`config.mk`:
```
export PLATFORM = sky130hd
export DESIGN_NAME = hw_bkpt_unit
export DESIGN_NICKNAME = d
export VERILOG_FILES = /design/src/rtl/bkpt_pkg.sv /design/src/rtl/bkpt_cmp.sv /design/src/rtl/bkpt_evt.sv /design/src/rtl/bkpt_rdmux.sv /design/src/rtl/hw_bkpt_unit.sv
export SDC_FILE = /design/constraint.sdc
export NUM_CORES = 1
export LEC_CHECK = 0
export ABC_AREA = 1
export BUFFER_PORTS_ARGS = -buffer_cell sky130_fd_sc_hd__buf_4
export CORE_MARGIN = 1
export CORE_UTILIZATION = 30
export DETAILED_ROUTE_END_ITERATION = 12
export GPL_TIMING_DRIVEN = 0
export SLEW_MARGIN = 20
export SYNTH_ARGS = -nofsm -noshare
export SYNTH_HDL_FRONTEND = slang
export SYNTH_HIERARCHICAL = 1
export SYNTH_SLANG_ARGS = --single-unit
```
`constraint.sdc`:
```
create_clock -name clk -period 9.9 [get_ports clk]
set_input_delay 0.99 -clock clk [delete_from_list [all_inputs] [get_ports clk]]
set_output_delay 0.99 -clock clk [all_outputs]
set_load 0.02 [all_outputs]
```
`src/rtl/bkpt_pkg.sv`:
```
package bkpt_pkg;
    localparam int NUM_BP = 4;
    localparam int REG_W  = 32;
    localparam int RA_W   = 3;

    localparam logic [RA_W-1:0] RA_STAT = 3'd4;
    localparam logic [RA_W-1:0] RA_CTRL = 3'd5;

    localparam int ST_ACCESS = 13;
    localparam int ST_STEP   = 14;
    localparam int ST_TRAP   = 15;
    localparam logic [REG_W-1:0] STAT_MASK = 32'h0000_E00F;

    localparam int FLD_BASE = 16;
    localparam int FLD_STEP = 4;

    typedef enum logic [1:0] {
        KIND_EXEC = 2'b00,
        KIND_WR   = 2'b01,
        KIND_IO   = 2'b10,
        KIND_RW   = 2'b11
    } kind_e;

    // watched length minus one, from the slot length code
    function automatic logic [2:0] watch_span(input logic [1:0] code);
        case (code)
            2'b00:   return 3'd0;
            2'b01:   return 3'd1;
            2'b11:   return 3'd3;
            default: return 3'd7;
        endcase
    endfunction

    // access length minus one, 2^code bytes
    function automatic logic [2:0] access_span(input logic [1:0] code);
        case (code)
            2'b00:   return 3'd0;
            2'b01:   return 3'd1;
            2'b10:   return 3'd3;
            default: return 3'd7;
        endcase
    endfunction
endpackage

```
`src/rtl/bkpt_cmp.sv`:
```
module bkpt_cmp
    import bkpt_pkg::*;
#(
    parameter int ADDR_W = 32
) (
    input  logic [ADDR_W-1:0] bp_addr,
    input  logic              armed,
    input  logic [1:0]        kind,
    input  logic [1:0]        len_code,
    input  logic              fetch_vld,
    input  logic [ADDR_W-1:0] fetch_addr,
    input  logic              data_vld,
    input  logic [ADDR_W-1:0] data_addr,
    input  logic [1:0]        data_size,
    input  logic              data_wr,
    output logic              hit
);
    localparam int EXT_W = ADDR_W + 1;

    logic [ADDR_W-1:0] span_w;
    logic [ADDR_W-1:0] base;
    logic [EXT_W-1:0]  w_lo;
    logic [EXT_W-1:0]  w_hi;
    logic [EXT_W-1:0]  a_lo;
    logic [EXT_W-1:0]  a_hi;
    logic              overlap;
    logic              exec_m;

    always_comb begin
        span_w  = ADDR_W'(watch_span(len_code));
        base    = bp_addr & ~span_w;
        w_lo    = {1'b0, base};
        w_hi    = w_lo + EXT_W'(span_w);
        a_lo    = {1'b0, data_addr};
        a_hi    = a_lo + EXT_W'(access_span(data_size));
        overlap = (a_lo <= w_hi) && (w_lo <= a_hi);
        exec_m  = fetch_vld && (fetch_addr == bp_addr);
        case (kind_e'(kind))
            KIND_EXEC: hit = armed && exec_m;
            KIND_WR:   hit = armed && data_vld && data_wr && overlap;
            KIND_RW:   hit = armed && data_vld && overlap;
            default:   hit = 1'b0;
        endcase
    end
endmodule

```
`src/rtl/bkpt_evt.sv`:
```
module bkpt_evt
    import bkpt_pkg::*;
(
    input  logic [NUM_BP-1:0] hits,
    input  logic              single_step,
    input  logic              task_trap,
    input  logic              dbg_access,
    output logic [REG_W-1:0]  evt_bits,
    output logic              evt_any
);
    always_comb begin
        evt_bits               = '0;
        evt_bits[NUM_BP-1:0]   = hits;
        evt_bits[ST_ACCESS]    = dbg_access;
        evt_bits[ST_STEP]      = single_step;
        evt_bits[ST_TRAP]      = task_trap;
        evt_any                = |evt_bits;
    end
endmodule

```
`src/rtl/bkpt_rdmux.sv`:
```
module bkpt_rdmux
    import bkpt_pkg::*;
#(
    parameter int ADDR_W = 32
) (
    input  logic [RA_W-1:0]                reg_addr,
    input  logic [NUM_BP-1:0][ADDR_W-1:0]  addr_q,
    input  logic [REG_W-1:0]               ctrl_q,
    input  logic [REG_W-1:0]               stat_q,
    output logic [REG_W-1:0]               reg_rdata
);
    localparam int IDX_W = $clog2(NUM_BP);

    always_comb begin
        if (reg_addr < RA_W'(NUM_BP)) begin
            reg_rdata = REG_W'(addr_q[reg_addr[IDX_W-1:0]]);
        end else if (reg_addr == RA_STAT) begin
            reg_rdata = stat_q;
        end else if (reg_addr == RA_CTRL) begin
            reg_rdata = ctrl_q;
        end else begin
            reg_rdata = '0;
        end
    end
endmodule

```
`src/rtl/hw_bkpt_unit.sv`:
```
module hw_bkpt_unit
    import bkpt_pkg::*;
#(
    parameter int ADDR_W = 32
) (
    input  logic              clk,
    input  logic              rst_n,
    input  logic              reg_we,
    input  logic [2:0]        reg_addr,
    input  logic [31:0]       reg_wdata,
    output logic [31:0]       reg_rdata,
    input  logic              fetch_vld,
    input  logic [ADDR_W-1:0] fetch_addr,
    input  logic              data_vld,
    input  logic [ADDR_W-1:0] data_addr,
    input  logic [1:0]        data_size,
    input  logic              data_wr,
    input  logic              task_sw,
    input  logic              single_step,
    input  logic              task_trap,
    input  logic              dbg_access,
    output logic              dbg_req
);
    localparam int IDX_W = $clog2(NUM_BP);

    typedef struct packed {
        logic [NUM_BP-1:0][ADDR_W-1:0] addr;
        logic [REG_W-1:0]              ctrl;
        logic [REG_W-1:0]              stat;
        logic                          req;
    } state_t;

    state_t s_d, s_q;

    logic [REG_W-1:0]  ctrl_q;
    logic [REG_W-1:0]  stat_q;
    logic [NUM_BP-1:0] hits;
    logic [REG_W-1:0]  evt_bits;
    logic              evt_any;

    assign ctrl_q = s_q.ctrl;
    assign stat_q = s_q.stat;

    for (genvar g = 0; g < NUM_BP; g++) begin : g_slot
        bkpt_cmp #(.ADDR_W(ADDR_W)) i_cmp (
            .bp_addr    (s_q.addr[g]),
            .armed      (ctrl_q[2*g] | ctrl_q[2*g+1]),
            .kind       (ctrl_q[FLD_BASE + FLD_STEP*g +: 2]),
            .len_code   (ctrl_q[FLD_BASE + FLD_STEP*g + 2 +: 2]),
            .fetch_vld  (fetch_vld),
            .fetch_addr (fetch_addr),
            .data_vld   (data_vld),
            .data_addr  (data_addr),
            .data_size  (data_size),
            .data_wr    (data_wr),
            .hit        (hits[g])
        );
    end

    bkpt_evt i_evt (
        .hits        (hits),
        .single_step (single_step),
        .task_trap   (task_trap),
        .dbg_access  (dbg_access),
        .evt_bits    (evt_bits),
        .evt_any     (evt_any)
    );

    bkpt_rdmux #(.ADDR_W(ADDR_W)) i_rdmux (
        .reg_addr  (reg_addr),
        .addr_q    (s_q.addr),
        .ctrl_q    (ctrl_q),
        .stat_q    (stat_q),
        .reg_rdata (reg_rdata)
    );

    always_comb begin
        s_d = s_q;
        if (reg_we && (reg_addr < RA_W'(NUM_BP))) begin
            s_d.addr[reg_addr[IDX_W-1:0]] = reg_wdata[ADDR_W-1:0];
        end
        if (reg_we && (reg_addr == RA_CTRL)) begin
            s_d.ctrl = reg_wdata;
        end
        if (task_sw) begin
            for (int n = 0; n < NUM_BP; n++) begin
                s_d.ctrl[2*n] = 1'b0;
            end
        end
        s_d.stat = ((reg_we && (reg_addr == RA_STAT)) ? (reg_wdata & STAT_MASK) : s_q.stat)
                   | evt_bits;
        s_d.req  = evt_any;
    end

    always_ff @(posedge clk) begin
        if (!rst_n) begin
            s_q <= '0;
        end else begin
            s_q <= s_d;
        end
    end

    assign dbg_req = s_q.req;
endmodule

```
==> metrics.md <==
| Metric | Value |
|---|---|
| Filler cells | 8101 |
| Critical path's slowest cell | fa_1 |
| Top delay family on crit path | simple AND/OR/NAND/NOR gates |
| Top cells by count, synth | nand2_1 (841), nor2_1 (519), inv_1 (402) |
| GRT Total Usage | 23.8% |
| CP Launch Point | data_size[1] |
| Crit path kind | in -> reg |
| Asr flop ratio synth | 0% |
| Max layer used | met5 |
| CP max FO | 12 |
| # nets final | 4126 |
| Post-synth EDFFs | 0 |
| Dpl hpwl | 75.3 mm |
| Tmin final | 4630 ps |
| FP Rows | 99 |
| CTS Sinks | 193 |
| Post-synth top area cell | dfxtp_1 |
| TritonRoute pass-1 iters | 10 |
| Clock slew at reported path FFs | 70 ps |
| Crit-path max cell delay | 420 ps |
| Post-CTS Hold Buffers | 0 |
| Failing checks | DRC |
| Num ports | 144 |
| Met3 routed wirelength | 7.07 mm |
| Antenna-violating nets left | 0 |
| Post-Route WL | 91.3 mm |
| Max frequency | 216 MHz |
| Most common cell in the netlist | nand2_1 |
| Most used cell along the critical path | nand2_1 |
| Syn_area_per_cell | 6.29 µm² |
| Vias | 23400 |
| Register area share after synthesis | 17.3% |
| Starting density of the core | 30.5% |
| Core ar. | 73300 µm² |
| First-pass GRT wire length | 134 mm |
| CTS resizes | 0 |
| Status | finished with violations |
| DIE HEIGHT | 275 µm |
| Setup TNS | 0 ps |
| Max-cap violations | 0 |
| Pwr/cell area | 88.4 nW/µm² |
| Leakage | 11.6 nW |
| Vias in the first global route | 21800 |
| Final hold violation count | 0 |
| DR WL met2 | 40.9 mm |
| GR Overflow Total | 0 |
| CP bufs+invs | 4 |
| Post-synthesis cell type count | 46 |
| Routed len/inst | 19.4 µm |
| Register area | 3860 µm² |
| Port Buffer Count | 143 |
| Post-synth top area share | 17.3% |
| Area of the multi-input gates | 16300 µm² |
| Reg-to-reg startpoint | ctrl_q[23] |
| CP endpoint kind | flip-flop |
| CTS tree | yes |
| CP Data Arrival Time | 5040 ps |
| Residual DRC | 3 |
| Register bit total from synthesis | 193 |
| Hold WC Path Type | reg -> reg |
| Setup-failing EPs final | 0 |
| Slew Viols, Final | 0 |
| Synth Cell Area | 22400 µm² |
| Root buffer cell | clkbuf_16 |
| Layout cell share with drive strength beyond 1 | 10.7% |
| H-tree levels | 4 |
| Hold Path Origin | stat_q[19] |
| Fin crit share | 46.8% |
| Largest net degree at the start of global routing | 24 |
| Routability congestion estimate from global placement | 0.981 |
| Max VDD drop | 0.000130 V |
| Vias per std cell | 4.96 |
| Cell count after synthesis | 3553 |
| CP Launch Type | input port |
| Skew final | 8.44 ps |
| Max clock buf depth | 2 |
| Die Width | 275 µm |
| Wl on met1 | 40.2 mm |
| Setup Buffers After CTS | 0 |
| Latest clock arrival within the worst-skew pair | 460 ps |
| Die area | 75600 µm² |
| Area delta synth->final | 13.0% |
| Main flop type after synthesis | dfxtp_1 |
| Req. time, crit path | 10310 ps |
| Synth warn | 6 |
| Clock buffer count from CTS | 17 |
| Final core occ | 34.5% |
| Slew Limit Headroom | 26.6% |
| Initial antenna violation count | 6 |
| Top area cells in the synthesized netlist | dfxtp_1 (17%), ha_1 (15%), nand2_1 (14%) |
| Worst Tran Pin Value | 1090 ps |
| RSZ-0062 raised after global routing | no |
| DR iter-0 viols | 1926 |
-- cells in the final DEF, fill, tap and decap left out, types with 23 or more instances in the layout --
cell type	count
nor2_1	519
xor2_1	129
clkbuf_1	45
inv_1	402
buf_2	23
xnor2_1	134
or2_2	49
buf_4	199
nor3_1	45
dfxtp_1	193
a21oi_1	142
nand2_1	841
nor4_1	51
ha_1	272
nand3_1	210
conb_1	29
nand4_1	87
o21ai_0	198
-- per-stage QoR --
stage               instances  hold WS [ps]  setup slack (ps)  area, µm²  total power (W)
floorplan                3577           456              5970      22400          0.00128
global placement         4679           467              4820      24700          0.00156
detailed placement       4679           478              4820      24700          0.00157
CTS                      4709           494              5280      25300          0.00223
global route             4710           513              4880      25300          0.00235
finish                   4710           493              5270      25300          0.00223
-- where the power goes --
part / switching [W] / leakage [nW] / internal, W
logic: 0.000431 / 9.71 / 0.000253
registers: 0.0000704 / 1.58 / 0.000807
clock network: 0.000316 / 0.269 / 0.000357
total: 0.000817 / 11.6 / 0.00142
-- cells by family (layout without fill, tap and decap cells) --
family                     after synthesis  after routing  synth area share, %
DFF                                    193            193                 17.3
other                                    5             30               0.0840
and+or+nand+nor                       1894           1894                 37.6
xor gates and xnor gates               263            263                 10.3
buffers and inverters                  551            724                 10.3
AOI/OAI and AO/OA                      371            371                 8.86
adders and majority gates              276            276                 15.6
-- per-layer routing --
layer | vias to the layer above | global-route usage (%)
met3 | 134 | 3.28
li1 | 11800 | -
met2 | 754 | 38.9
met4 | 10 | 8.42
met5 | - | 0
met1 | 10700 | 31.8
-- worst paths after layout --
check | end | slack [ps] | depth (start not counted)
worst min-delay path | stat_q[19] | 490 | 2
worst max-delay path | dbg_req | 5270 | 32
worst max register to register | dbg_req | 6380 | 18
worst min register to register | stat_q[19] | 490 | 2
-- state kept, by name (all words and copies together), names as in the netlist --
name / count
stat_q: 32
s_q: 128
ctrl_q: 32
dbg_req: 1
-- tightest hold or removal path, stage by stage, from the launching register on --
cell     delay, ps
dfxtp_1        330
a21oi_1         60
nor2_1          70
-- cell type report --
class / count / area share (%)
clock buffers: 21 / 1.82
well taps: 959 / 4.75
clock inverters: 9 / 0.332
diodes: 1 / 0.00991
flip-flops and latches: 193 / 15.3
repair buffers: 143 / 4.25
multi-input cells: 2833 / 64.4
plain buffers: 127 / 2.83
inverters: 424 / 6.30
Power figures use the tool's default switching activity.
